**src/rtl/srb_pkg.sv**
```systemverilog
package srb_pkg;
  typedef enum logic [1:0] {
    PH_IDLE  = 2'd0,
    PH_ARMED = 2'd1,
    PH_RUN   = 2'd2
  } phase_e;
endpackage

```
**src/rtl/srb_latest.sv**
```systemverilog
module srb_latest #(
  parameter int DATA_W = 16
) (
  input  logic              clk_i,
  input  logic              rst_ni,
  input  logic              conv_done_i,
  input  logic [DATA_W-1:0] conv_data_i,
  output logic [DATA_W-1:0] latest_o
);
  always_ff @(posedge clk_i or negedge rst_ni) begin
    if (!rst_ni)          latest_o <= '0;
    else if (conv_done_i) latest_o <= conv_data_i;
  end
endmodule

```
**src/rtl/srb_hold.sv**
```systemverilog
module srb_hold
  import srb_pkg::*;
#(
  parameter int DATA_W = 16
) (
  input  logic              clk_i,
  input  logic              rst_ni,
  input  logic              conv_done_i,
  input  logic [DATA_W-1:0] conv_data_i,
  input  logic [DATA_W-1:0] latest_i,
  input  logic              commit_i,
  input  logic              start_i,
  input  logic              consume_i,
  output phase_e            phase_o,
  output logic              live_o,
  output logic [DATA_W-1:0] cur_data_o,
  output logic              cur_new_o,
  output logic [DATA_W-1:0] hold_o,
  output logic              unread_o
);
  phase_e            phase_q;
  logic [DATA_W-1:0] hold_q;
  logic              unread_q;
  logic              accept;

  // conversions only count once the task runs; commit wins the cycle
  assign accept     = conv_done_i && (phase_q == PH_RUN) && !commit_i;
  assign live_o     = (phase_q != PH_IDLE) && !commit_i;
  assign cur_data_o = accept ? conv_data_i : hold_q;
  assign cur_new_o  = accept || unread_q;
  assign phase_o    = phase_q;
  assign hold_o     = hold_q;
  assign unread_o   = unread_q;

  always_ff @(posedge clk_i or negedge rst_ni) begin
    if (!rst_ni) begin
      phase_q  <= PH_IDLE;
      hold_q   <= '0;
      unread_q <= 1'b0;
    end else if (commit_i) begin
      phase_q  <= PH_ARMED;
      hold_q   <= conv_done_i ? conv_data_i : latest_i;
      unread_q <= 1'b1;
    end else begin
      if (start_i && phase_q == PH_ARMED) phase_q <= PH_RUN;
      if (accept) begin
        hold_q   <= conv_data_i;
        unread_q <= !consume_i;
      end else if (consume_i) begin
        unread_q <= 1'b0;
      end
    end
  end

  assert_start_gate_R5: assert property (@(posedge clk_i) disable iff (!rst_ni)
    (phase_q == PH_ARMED && !commit_i) |=> $stable(hold_q));

endmodule

```
**src/rtl/srb_emit.sv**
```systemverilog
module srb_emit #(
  parameter int DATA_W = 16
) (
  input  logic              clk_i,
  input  logic              rst_ni,
  input  logic              tick_i,
  input  logic              single_i,
  input  logic              live_i,
  input  logic [DATA_W-1:0] cur_data_i,
  input  logic              cur_new_i,
  output logic              consume_o,
  output logic [DATA_W-1:0] data_o,
  output logic              valid_o,
  output logic              fresh_o
);
  logic wait_q;
  logic want;
  logic emit;

  assign want      = tick_i || wait_q;
  assign emit      = live_i && (single_i ? (want && cur_new_i) : tick_i);
  assign consume_o = emit && cur_new_i;

  always_ff @(posedge clk_i or negedge rst_ni) begin
    if (!rst_ni) begin
      wait_q  <= 1'b0;
      valid_o <= 1'b0;
      fresh_o <= 1'b0;
      data_o  <= '0;
    end else begin
      wait_q  <= live_i && single_i && want && !cur_new_i;
      valid_o <= emit;
      if (emit) begin
        data_o  <= cur_data_i;
        fresh_o <= cur_new_i;
      end
    end
  end

  assert_wait_silent_R8: assert property (@(posedge clk_i) disable iff (!rst_ni)
    wait_q |-> !valid_o);

  assert_single_fresh_R9: assert property (@(posedge clk_i) disable iff (!rst_ni)
    (valid_o && $past(single_i)) |-> fresh_o);

endmodule

```
**src/rtl/slow_repeat_buf.sv**
```systemverilog
module slow_repeat_buf
  import srb_pkg::*;
#(
  parameter int DATA_W = 16
) (
  input  logic              clk_i,
  input  logic              rst_ni,
  input  logic              smp_tick_i,
  input  logic              conv_done_i,
  input  logic [DATA_W-1:0] conv_data_i,
  input  logic              commit_i,
  input  logic              start_i,
  input  logic              single_mode_i,
  output logic [DATA_W-1:0] smp_data_o,
  output logic              smp_valid_o,
  output logic              smp_fresh_o
);
  logic [DATA_W-1:0] latest;
  logic [DATA_W-1:0] cur_data;
  logic [DATA_W-1:0] hold_q;
  logic              cur_new;
  logic              live;
  logic              consume;
  logic              unread_q;
  phase_e            phase;

  srb_latest #(.DATA_W(DATA_W)) u_latest (
    .clk_i       (clk_i),
    .rst_ni      (rst_ni),
    .conv_done_i (conv_done_i),
    .conv_data_i (conv_data_i),
    .latest_o    (latest)
  );

  srb_hold #(.DATA_W(DATA_W)) u_hold (
    .clk_i       (clk_i),
    .rst_ni      (rst_ni),
    .conv_done_i (conv_done_i),
    .conv_data_i (conv_data_i),
    .latest_i    (latest),
    .commit_i    (commit_i),
    .start_i     (start_i),
    .consume_i   (consume),
    .phase_o     (phase),
    .live_o      (live),
    .cur_data_o  (cur_data),
    .cur_new_o   (cur_new),
    .hold_o      (hold_q),
    .unread_o    (unread_q)
  );

  srb_emit #(.DATA_W(DATA_W)) u_emit (
    .clk_i      (clk_i),
    .rst_ni     (rst_ni),
    .tick_i     (smp_tick_i),
    .single_i   (single_mode_i),
    .live_i     (live),
    .cur_data_i (cur_data),
    .cur_new_i  (cur_new),
    .consume_o  (consume),
    .data_o     (smp_data_o),
    .valid_o    (smp_valid_o),
    .fresh_o    (smp_fresh_o)
  );

  assert_idle_quiet_R2: assert property (@(posedge clk_i) disable iff (!rst_ni)
    (phase == PH_IDLE) |=> !smp_valid_o);

  assert_repeat_held_R4: assert property (@(posedge clk_i) disable iff (!rst_ni)
    (smp_valid_o && !smp_fresh_o) |-> (smp_data_o == hold_q));

  assert_fresh_taken_R6: assert property (@(posedge clk_i) disable iff (!rst_ni)
    (smp_valid_o && smp_fresh_o) |-> !unread_q);

endmodule

```
**config.mk**
```make
export PLATFORM = sky130hd
export DESIGN_NAME = slow_repeat_buf
export DESIGN_NICKNAME = d
export VERILOG_FILES = /design/src/rtl/srb_pkg.sv /design/src/rtl/srb_latest.sv /design/src/rtl/srb_hold.sv /design/src/rtl/srb_emit.sv /design/src/rtl/slow_repeat_buf.sv
export SDC_FILE = /design/constraint.sdc
export NUM_CORES = 1
export LEC_CHECK = 0
export BUFFER_PORTS_ARGS = -buffer_cell sky130_fd_sc_hd__buf_2
export CAP_MARGIN = 5
export CELL_PAD_IN_SITES_DETAIL_PLACEMENT = 0
export CELL_PAD_IN_SITES_GLOBAL_PLACEMENT = 1
export CORE_ASPECT_RATIO = 1.1
export CORE_MARGIN = 10
export CORE_UTILIZATION = 43
export CTS_CLUSTER_SIZE = 10
export DETAILED_ROUTE_END_ITERATION = 8
export PLACE_DENSITY_LB_ADDON = 0.1
export SLEW_MARGIN = 30
export SYNTH_ARGS = -nofsm -noshare
export SYNTH_HDL_FRONTEND = slang
export SYNTH_SLANG_ARGS = --single-unit
```
**constraint.sdc**
```tcl
create_clock -name clk_i -period 2.1 [get_ports clk_i]
set_clock_uncertainty 0.1 [all_clocks]
set_input_delay 0.21 -clock clk_i [delete_from_list [all_inputs] [get_ports clk_i]]
set_output_delay 0.21 -clock clk_i [all_outputs]
set_load 0.02 [all_outputs]
```
==> flow_metrics.py <==
metrics = {
    "floorplan": {
        "io_pins": 41,
        "initial_core_util_pct": 44.8,
        "die_y_um": 96.2,
        "core_mm2": 0.00507,
        "die_area_mm2": 0.00859,
        "fp.dieW_um": 89.3,
        "fp-row-count": 27,
    },
    "synth": {
        "synth_top_area_share_pct": 59.5,
        "ys_types": 22,
        "synth.net_count": 208,
        "seq_area_frac_synth_pct": 59.5,
        "yosysTopAreaCell": "dfrtp_1",
        "synthTopCellsByCount": "dfrtp_1, nor2_1, a21oi_1",
        "synth_edf_count": 0,
        "syn_inst": 185,
        "synthesis.area_mm2": 0.00227,
        "ys_warn_count": 0,
        "syn_avg_cell_area_um2": 12.3,
        "synth_flop_cell": "dfrtp_1",
        "async_flop_share_pct": 100,
        "synth_most_common_cell": "dfrtp_1",
        "synth_area_leaders": "dfrtp_1, mux2_2, mux2i_1",
        "yosys_register_bits": 54,
    },
    "grt": {
        "antenna_found_initial": 0,
        "grt_max_degree": 30,
        "grtUsageTotal_pct": 11.5,
        "grt_pass1_vias": 1642,
        "grt_overflow": 0,
        "grt_pass1_wl_um": 7690,
    },
    "sta": {
        "slew_headroom_pct": 60.0,
        "period_share_pct": 80.3,
        "slew_violations": 0,
        "worst_slew_pin_slew_ps": 599,
        "min_period_ps": 1690,
        "hold_viol": 0,
        "setup_viol": 0,
        "rsz0062_at_grt": "no",
        "tns_ps": 0,
        "holdWs_ps": 63.6,
        "setup_ws_ps": 413,
        "max_freq_ghz": 0.593,
    },
    "drt": {
        "dr_total_vias": 1480,
        "ant_nets": 0,
        "drt-initial-drc-count": 56,
        "drt-total-wl_um": 4580,
        "met1Wirelength_um": 1870,
        "wl_met3_um": 306,
        "route.detailed.drc": 0,
        "top_layer_used": "met4",
        "post_drt_wl_per_cell_um": 15.8,
        "wl_met2_um": 2350,
        "first_pass_iters": 4,
        "avgViaCountPerCell": 5.12,
    },
    "layout": {
        "ff_latch_area_mm2": 0.00135,
        "final_nets": 253,
        "n_fill_cell": 459,
        "design_area_mm2": 0.00263,
        "multi_input_area_um2": 823,
        "num_antenna_cells": 0,
        "drive_above_1_share_pct": 38.1,
        "area_growth_pct": 15.9,
    },
    "clocking": {
        "ctsRootBufferMaster": "clkbuf_8",
        "clkSlewWorstSetupHoldPaths_ps": 90,
        "clock_sinks": 54,
        "numCtsBuffers": 5,
        "cts_buffer_depth": 2,
        "cts_tree": "done",
        "worst_skew_pair.late_latency_ps": 300,
        "htreeDepth": 2,
        "postCtsSetupBuffers": 0,
    },
    "worst_setup_path": {
        "worstSetupEndpointType": "register",
        "max_stage_delay_ps": 460,
        "cp.required_ps": 2230,
        "worstSetupStartpointType": "register",
        "path_class": "register to register",
        "cpMaxStageDelayCell": "dfrtp_1",
        "worstPathMaxFanout": 17,
        "critical_path.cell_chain": "o21bai_1 -> a311oi_4 -> buf_4 -> nor2_1 -> a21oi_2",
        "cp.arrival_ps": 1820,
    },
    "power": {
        "p_per_area_mw_per_mm2": 890,
        "peakVddDrop_uv": 396,
        "total_power_w": 0.00234,
        "leakagePower_nw": 1.25,
    },
    "place": {
        "portBuffers": 40,
        "pre_cts_ws_ps": 452,
        "dp_hpwl_um": 3390,
        "gp_congestion": 0.805,
        "place_area_mm2": 0.00253,
    },
    "hold_path": {
        "min_path_type": "primary input to register",
    },
    "outcome": {
        "outcome": "finished, final reports clean",
    },
    "flow_run": {
        "maxCapViolations": 0,
    },
}
-- where the power goes --
group	total, W	internal, W	switching [W]
Sequential	0.00125	0.00119	0.0000641
Combinational	0.000511	0.000200	0.000311
Clock	0.000582	0.000267	0.000315
-- timing repair --
item | in CTS | in global routing
hold buffers | 1 | 0
endpoints found under the hold margin | 25 | 0
gates resized for setup | 0 | 0
-- per-stage QoR --
stage / instances / utilization (%)
2_1_floorplan: 185 / -
3_3_place_gp: 280 / 50.0
3_5_place_dp: 280 / 50.0
4_1_cts: 289 / 52.0
5_1_grt: 289 / 52.0
6_report: 289 / 52.0
-- per-layer routing --
metal  vias up  GRT usage, %
li1        718             -
met1       720          12.7
met2        35          19.7
met3         7          4.23
met4         0          4.51
met5         -             0
-- cells in the final DEF, fill, tap and decap left out --
| master | netlist | final |
|---|---|---|
| mux2i_1 | 16 | 16 |
| clkbuf_1 | 3 | 1 |
| clkbuf_8 | 0 | 6 |
| a21oi_1 | 21 | 21 |
| mux2_2 | 16 | 16 |
| inv_1 | 4 | 4 |
| dlygate4sd3_1 | 0 | 1 |
| o21ai_0 | 2 | 2 |
| o22ai_1 | 1 | 1 |
| nor2_1 | 34 | 34 |
| buf_12 | 0 | 1 |
| buf_2 | 2 | 40 |
| nand3_1 | 2 | 2 |
| nand2_1 | 2 | 2 |
| a21oi_2 | 13 | 13 |
| clkinv_2 | 0 | 1 |
| nand4bb_4 | 1 | 1 |
| buf_4 | 0 | 6 |
| o21bai_1 | 1 | 1 |
| and4_1 | 1 | 1 |
| nand2b_1 | 1 | 1 |
| clkinv_1 | 1 | 1 |
| dfrtp_1 | 54 | 54 |
| a22oi_1 | 1 | 1 |
| nor2_2 | 3 | 3 |
| a311oi_4 | 1 | 1 |
-- cells by family (layout without fill, tap and decap cells) --
logic type | count (synthesis) | in the layout | share of synthesized area (%)
buffers and inverters | 15 | 61 | 4.24
and+or+nand+nor | 44 | 44 | 9.09
AOI/OAI and AO/OA | 40 | 40 | 12.2
DFF | 54 | 54 | 59.5
muxes | 32 | 32 | 15.0
-- registers in the layout (all words and copies together) (netlist names) --
name / flops
u_emit.data_o: 16
u_emit.fresh_o: 1
u_emit.valid_o: 1
u_emit.wait_q: 1
u_hold.hold_o: 16
u_hold.phase_o: 2
u_hold.unread_o: 1
u_latest.latest_o: 16
-- critical path, delay by kind of cell, from the launching register on --
family	cells	cell delay (ps)
AO/OA/AOI/OAI	3	670
buffers and inverters	1	310
flip-flops	1	460
AND/OR/NAND/NOR	1	80
-- worst paths after layout --
| kind | startpoint | endpoint | slack [ps] | cells past startpoint |
|---|---|---|---|---|
| max | u_hold.phase_o[1]$_DFFE_PN0P_ | u_emit.data_o[11]$_DFFE_PN0P_ | 410 | 5 |
| min in group asynchronous | rst_ni | u_latest.latest_o[13]$_DFF_PN0_ | 360 | 2 |
| max in group asynchronous | rst_ni | u_latest.latest_o[2]$_DFF_PN0_ | 980 | 3 |
| max reg2reg | u_hold.phase_o[1]$_DFFE_PN0P_ | u_emit.data_o[11]$_DFFE_PN0P_ | 410 | 5 |
| min reg2reg | u_latest.latest_o[11]$_DFF_PN0_ | u_latest.latest_o[11]$_DFF_PN0_ | 400 | 1 |
| min | start_i | u_hold.phase_o[1]$_DFFE_PN0P_ | 60 | 3 |
-- final cells by class --
class                           instances  area share, %
Multi-Input combinational cell        116           31.3
Tap cell                               58           2.76
Clock inverter                          1          0.190
Sequential cell                        54           51.3
Inverter                                5          0.713
Clock buffer                            7           3.28
Timing Repair Buffer                   48           10.5
Power figures use the tool's default switching activity.
